**src/rtl/iqdf_pkg.sv**
```systemverilog
`timescale 1ns/1ps
package iqdf_pkg;
  typedef enum logic {
    LANE_SINGLE = 1'b0,
    LANE_DUAL   = 1'b1
  } lane_mode_e;

  typedef struct packed {
    logic on_fall;
    logic on_rise;
    logic prior_rise;
  } strb_view_t;
endpackage

```
**src/rtl/iqdf_ddr_capture.sv**
```systemverilog
`timescale 1ns/1ps
module iqdf_ddr_capture #(
  parameter int WORD_W = 12
) (
  input  logic              clk,
  input  logic              rst,
  input  logic              strb_in,
  input  logic [WORD_W-1:0] word_in,
  output logic [WORD_W-1:0] first_word,
  output logic [WORD_W-1:0] second_word,
  output logic              strb_fall,
  output logic              strb_rise
);
  logic [WORD_W-1:0] fall_word_q;
  logic              fall_strb_q;

  // falling-edge half of the dual-edge capture
  always_ff @(negedge clk) begin
    if (rst) begin
      fall_word_q <= '0;
      fall_strb_q <= 1'b0;
    end else begin
      fall_word_q <= word_in;
      fall_strb_q <= strb_in;
    end
  end

  // rising-edge half: the live lane is registered by the consumers
  assign first_word  = fall_word_q;
  assign second_word = word_in;
  assign strb_fall   = fall_strb_q;
  assign strb_rise   = strb_in;
endmodule

```
**src/rtl/iqdf_aligner.sv**
```systemverilog
`timescale 1ns/1ps
module iqdf_aligner
  import iqdf_pkg::*;
(
  input  logic clk,
  input  logic rst,
  input  logic dual_mode,
  input  logic strb_fall,
  input  logic strb_rise,
  output logic take_single,
  output logic take_first,
  output logic take_second
);
  lane_mode_e mode_q;
  lane_mode_e mode_now;
  logic       prior_rise_q;
  logic       armed_q;
  strb_view_t view;
  logic       mode_same;
  logic       step_up;

  always_comb begin
    mode_now        = lane_mode_e'(dual_mode);
    view.on_fall    = strb_fall;
    view.on_rise    = strb_rise;
    view.prior_rise = prior_rise_q;
    mode_same       = (mode_now == mode_q);
    step_up         = view.on_fall & ~view.prior_rise;
    take_single = mode_same & (mode_now == LANE_SINGLE) & step_up & ~view.on_rise;
    take_first  = mode_same & (mode_now == LANE_DUAL) & step_up & view.on_rise;
    take_second = mode_same & (mode_now == LANE_DUAL) & armed_q
                  & ~view.on_fall & ~view.on_rise;
  end

  always_ff @(posedge clk) begin
    if (rst) begin
      mode_q       <= LANE_SINGLE;
      prior_rise_q <= 1'b0;
      armed_q      <= 1'b0;
    end else begin
      mode_q       <= mode_now;
      prior_rise_q <= strb_rise;
      armed_q      <= take_first;
    end
  end
endmodule

```
**src/rtl/iqdf_router.sv**
```systemverilog
`timescale 1ns/1ps
module iqdf_router #(
  parameter int WORD_W = 12
) (
  input  logic              clk,
  input  logic              rst,
  input  logic [WORD_W-1:0] first_word,
  input  logic [WORD_W-1:0] second_word,
  input  logic              take_single,
  input  logic              take_first,
  input  logic              take_second,
  output logic [WORD_W-1:0] ch0_i,
  output logic [WORD_W-1:0] ch0_q,
  output logic [WORD_W-1:0] ch1_i,
  output logic [WORD_W-1:0] ch1_q,
  output logic              out_valid
);
  localparam int PAIR_W = 2 * WORD_W;

  logic [PAIR_W-1:0] stage_q;
  logic [PAIR_W-1:0] lane0_q;
  logic [PAIR_W-1:0] lane1_q;
  logic              valid_q;
  logic              write_lane0;

  assign write_lane0 = take_single | take_second;

  always_ff @(posedge clk) begin
    if (rst) begin
      stage_q <= '0;
      lane0_q <= '0;
      lane1_q <= '0;
      valid_q <= 1'b0;
    end else begin
      valid_q <= write_lane0;
      if (take_first)  stage_q <= {first_word, second_word};
      if (write_lane0) lane0_q <= {first_word, second_word};
      if (take_second) lane1_q <= stage_q;
    end
  end

  assign ch0_i     = lane0_q[PAIR_W-1:WORD_W];
  assign ch0_q     = lane0_q[WORD_W-1:0];
  assign ch1_i     = lane1_q[PAIR_W-1:WORD_W];
  assign ch1_q     = lane1_q[WORD_W-1:0];
  assign out_valid = valid_q;
endmodule

```
**src/rtl/iq_ddr_deframer.sv**
```systemverilog
`timescale 1ns/1ps
module iq_ddr_deframer #(
  parameter int WORD_W = 12
) (
  input  logic              clk_rx,
  input  logic              rst,
  input  logic              dual_mode,
  input  logic              frame_strb,
  input  logic [WORD_W-1:0] rx_word,
  output logic              radio_clk,
  output logic [WORD_W-1:0] ch0_i,
  output logic [WORD_W-1:0] ch0_q,
  output logic [WORD_W-1:0] ch1_i,
  output logic [WORD_W-1:0] ch1_q,
  output logic              out_valid
);
  logic [WORD_W-1:0] first_word;
  logic [WORD_W-1:0] second_word;
  logic              strb_fall;
  logic              strb_rise;
  logic              take_single;
  logic              take_first;
  logic              take_second;

  assign radio_clk = clk_rx;

  iqdf_ddr_capture #(.WORD_W(WORD_W)) u_capture (
    .clk         (clk_rx),
    .rst         (rst),
    .strb_in     (frame_strb),
    .word_in     (rx_word),
    .first_word  (first_word),
    .second_word (second_word),
    .strb_fall   (strb_fall),
    .strb_rise   (strb_rise)
  );

  iqdf_aligner u_align (
    .clk         (clk_rx),
    .rst         (rst),
    .dual_mode   (dual_mode),
    .strb_fall   (strb_fall),
    .strb_rise   (strb_rise),
    .take_single (take_single),
    .take_first  (take_first),
    .take_second (take_second)
  );

  iqdf_router #(.WORD_W(WORD_W)) u_route (
    .clk         (clk_rx),
    .rst         (rst),
    .first_word  (first_word),
    .second_word (second_word),
    .take_single (take_single),
    .take_first  (take_first),
    .take_second (take_second),
    .ch0_i       (ch0_i),
    .ch0_q       (ch0_q),
    .ch1_i       (ch1_i),
    .ch1_q       (ch1_q),
    .out_valid   (out_valid)
  );
endmodule

```
**config.mk**
```make
export PLATFORM = sky130hd
export DESIGN_NAME = iq_ddr_deframer
export DESIGN_NICKNAME = d
export VERILOG_FILES = /design/src/rtl/iqdf_pkg.sv /design/src/rtl/iqdf_ddr_capture.sv /design/src/rtl/iqdf_aligner.sv /design/src/rtl/iqdf_router.sv /design/src/rtl/iq_ddr_deframer.sv
export SDC_FILE = /design/constraint.sdc
export NUM_CORES = 1
export LEC_CHECK = 0
export ABC_AREA = 1
export ABC_CLOCK_PERIOD_IN_PS = 3600
export CELL_PAD_IN_SITES_DETAIL_PLACEMENT = 0
export CELL_PAD_IN_SITES_GLOBAL_PLACEMENT = 2
export CORE_MARGIN = 2
export CORE_UTILIZATION = 31
export CTS_BUF_LIST = sky130_fd_sc_hd__clkbuf_4 sky130_fd_sc_hd__clkbuf_8 sky130_fd_sc_hd__clkbuf_16
export CTS_CLUSTER_SIZE = 20
export DETAILED_ROUTE_END_ITERATION = 10
export PLACE_DENSITY = 0.87
export SETUP_SLACK_MARGIN = 0.3
export SYNTH_ARGS = -nofsm -noshare
export SYNTH_HDL_FRONTEND = slang
export SYNTH_SLANG_ARGS = --single-unit
```
**constraint.sdc**
```tcl
create_clock -name clk_rx -period 3.6 [get_ports clk_rx]
set_input_delay 0.36 -clock clk_rx [delete_from_list [all_inputs] [get_ports clk_rx]]
set_output_delay 0.36 -clock clk_rx [all_outputs]
set_load 0.02 [all_outputs]
```
Word-level counts from Yosys, hierarchy flattened
Index checks and enable logic that the tools add are counted.
W data, S select, Z words.
{"block": "classes", "eq_ne": 1, "n_mux": 1, "bitwise": 15}
{"op": "$and A1 B1 Y1", "count": 10}
{"op": "$not A1 Y1", "count": 4}
{"op": "$eq A1 B1 Y1", "count": 1}
{"op": "$mux W1", "count": 1}
{"op": "$or A1 B1 Y1", "count": 1}
{"block": "word_totals", "ff_bits": 89, "input_bits": 16, "output_inout_bits": 50, "wordCells": 26}

Longest topological paths before layout
{"block": "depth", "depth_word": 6, "mapped_depth": 7, "depth_no_buf": 6}

By module
A second synthesis with hierarchy kept.
{"block": "hier_totals", "cells_unflattened": 434, "hier_area_um2": 3250.6}
{"mod": "iqdf_router", "n_inst": 1, "cells_per_inst": 362, "area_per_inst_um2": 2640.0, "seq_area_each_um2": 1461.4}
{"mod": "iqdf_ddr_capture", "n_inst": 1, "cells_per_inst": 54, "area_per_inst_um2": 470.5, "seq_area_each_um2": 260.2}
{"mod": "iqdf_aligner", "n_inst": 1, "cells_per_inst": 17, "area_per_inst_um2": 132.6, "seq_area_each_um2": 60.1}
{"mod": "iq_ddr_deframer", "n_inst": 1, "cells_per_inst": 1, "area_per_inst_um2": 7.5, "seq_area_each_um2": 0.0}

==> results.ini <==
[outcome]
status = completed

[layout]
area_delta_synth_final_pct = 31.10
antenna_cells = 0
sequential_cell_area_sq_um = 1782
multiInputGateArea_sq_um = 1165
finish.instance_area_sq_um = 4293
drive_above_1_share = 0.07171
fillers = 1075
fin_nets = 513

[clocking]
cts_setup_buffers = 0
cts_resized = 0
cts_tree = yes
clkLatencyLatePin_ps = 500
clk_pin_slew_worst_paths_ps = 90
hold_buffers = 0

[route]
m1WireLength_mm = 4.102
dr_wl_met2_mm = 3.304
num_vias = 2833
routed_wl_mm = 7.927
vias_per_cell = 4.440
dr.pass1.iters = 4
dr_wl_met3_microns = 481
drt_iter0_markers = 148
drc = 0
top_layer_used = met4
antenna_left = 0
wl_per_cell_microns = 12.42

[sta]
finalHoldViolations = 0
setup_viol = 0
slew_violations = 0
setup-tns-final_ps = 0
rsz0062_at_grt = false
finalClockSkew_ps = 54.60
max_slew_margin = 0.6304
worstMarginPinSlew_ps = 553.0

[grt]
antenna_found_initial = 0
grt_pass1_vias = 2582
grt_pass1_wl_mm = 12.93
gr-usage-all-layers = 0.1470
grt_max_degree = 50
overflow = 0

[die]
die_w_microns = 106.8
start_util = 0.3186
row_count = 37
dieArea_sq_um = 11400
ios = 66
coreArea_sq_um = 10280
die_h_microns = 106.8

[worst_setup_path]
worstPathRequired_ps = 3960
crit_path_cell_trace = nor2_2 -> nand2_2 -> buf_12 -> a21oi_1 -> nor2_1
critPathSlowestCell = dfxtp_1
crit_arrival_ps = 3520
worst_setup_path_start_kind = flip-flop
r2r_slack_ps = 440
max_stage_delay_ps = 310
critical_path.max_fanout = 21
end_kind = flip-flop
path_buf_inv = 1
critPathKind = flip-flop to flip-flop
reg2regPathDepth = 5
timing.rr.start = u_capture.strb_fall
crit_family = simple AND/OR/NAND/NOR gates
regToRegEndpoint = u_route.lane0_q[17]

[place]
dp_hpwl_mm = 5.507
portBuffers = 65
postPlaceCellArea_sq_um = 4021
gp_congestion = 0.7310

[hold_path]
min_to = u_route.lane1_q[15]
hold_depth = 2
hold_class = flip-flop to flip-flop
worstHoldStart = u_route.lane1_q[15]

[run]
maxCapViolCount = 0

[pwr]
powerDensity_nw_per_um2 = 448.7
vdd_ir_drop_max_mv = 0.2174
finalPower_mw = 1.926
cellLeakagePower_nw = 1.773

[logic_synthesis]
synth.area.mux_share = 0
synth_top_family_by_area = simple AND/OR/NAND/NOR gates
ys.warnings.count = 0
synth_area_sq_um = 3274
avgSynthCellArea_sq_um = 7.650
synth_xor_area_frac = 0
synthSimpleGateAreaFrac = 0.2442
synth_adder_area_share = 0
synth_compound_area_frac = 0.1116
synth_fp_nets = 444
synthDistinctLibCells = 15
yosysSeqAreaShare = 0.5441
synthCells = 428
synth_seq_cells = 89

==> cell usage in the layout, fill, tap and decap left out <==
master           count
buf_12               2
clkbuf_8            12
o21ai_0             24
inv_2                3
nand2_1             49
a21oi_1             49
clkbuf_16            1
nor2_1              89
nand2_2              2
nand3_1             49
clkinvlp_2           1
clkinv_2             3
nor2_4               1
dfxtp_1             89
buf_4                7
inv_1               52
nor2_2               2
clkinvlp_4           1
clkinv_4             1
clkdlybuf4s50_1     65
==> how the worst max path moves through the flow <==
stage | startpoint | slack [ps] | endpoint | depth (start not counted)
finish | u_capture.strb_fall | 440 | u_route.lane0_q[17] | 5
global placement | u_capture.strb_fall | 490 | u_route.lane0_q[9] | 5
global route | u_capture.strb_fall | 340 | u_route.stage_q[0] | 6
floorplan | u_capture.strb_fall | 650 | u_route.lane0_q[14] | 7
detailed placement | u_capture.strb_fall | 450 | u_route.lane0_q[17] | 5
CTS | u_capture.strb_fall | 420 | u_route.lane0_q[17] | 5
==> metal layers <==
metal | GRT usage | vias up
met3 | 0.05836 | 4
li1 | - | 1484
met1 | 0.2080 | 1271
met5 | 0 | -
met2 | 0.2079 | 74
met4 | 0.03711 | 0
==> power breakdown <==
group / internal [mW] / switching [mW] / leakage, nW
clock network: 0.397 / 0.405 / 0.188
logic: 0.0450 / 0.0631 / 0.863
registers: 1.00 / 0.0117 / 0.722
total: 1.45 / 0.480 / 1.77
==> kinds of logic after synthesis <==
logic type | count (synthesis)
compound gates | 73
buf+inv | 74
flops | 89
simple gates | 192
==> worst min-delay path: cells and delay by family, from the launching register on <==
family / cells / cell delay, ps
simple gates: 1 / 60
flops: 1 / 320
compound gates: 1 / 50
==> cell usage after synthesis <==
cell type | count | area, sq um
nor2_4 | 1 | 11.26
nor2_1 | 89 | 334.1
clkbuf_1 | 10 | 37.54
nand2_1 | 49 | 183.9
o21ai_0 | 24 | 120.1
buf_4 | 2 | 15.01
inv_1 | 40 | 150.1
inv_2 | 3 | 11.26
dfxtp_1 | 89 | 1782
nor2_2 | 2 | 12.51
buf_6 | 3 | 33.78
nand3_1 | 49 | 245.2
nand2_2 | 2 | 12.51
buf_2 | 16 | 80.08
a21oi_1 | 49 | 245.2
==> sequential cells by signal (all words and copies together) (netlist names) <==
register	count
u_align.armed_q	1
u_align.mode_q	1
u_align.prior_rise_q	1
u_capture.first_word	12
u_capture.strb_fall	1
u_route.lane0_q	24
u_route.lane1_q	24
u_route.out_valid	1
u_route.stage_q	24
==> per-stage QoR <==
stage               std cells    util  setup WS [ps]  hold WS [ps]
floorplan                 428       -          646.0         454.8
global route              638  0.4177          341.1         477.7
global placement          607  0.3913          492.3         449.2
detailed placement        607  0.3913          448.6         453.6
CTS                       638  0.4177          419.1         467.7
finish                    638  0.4177          439.3         464.6
==> cell type report <==
class                      instances  share of cell area
multi-input combinational        265              0.2713
clock buffer                      14             0.04663
timing repair buffer              73              0.1708
inverter                          42             0.03672
clock inverter                    19             0.01982
tap                              136             0.03964
sequential                        89              0.4150
(Power assumes the default switching activity.)
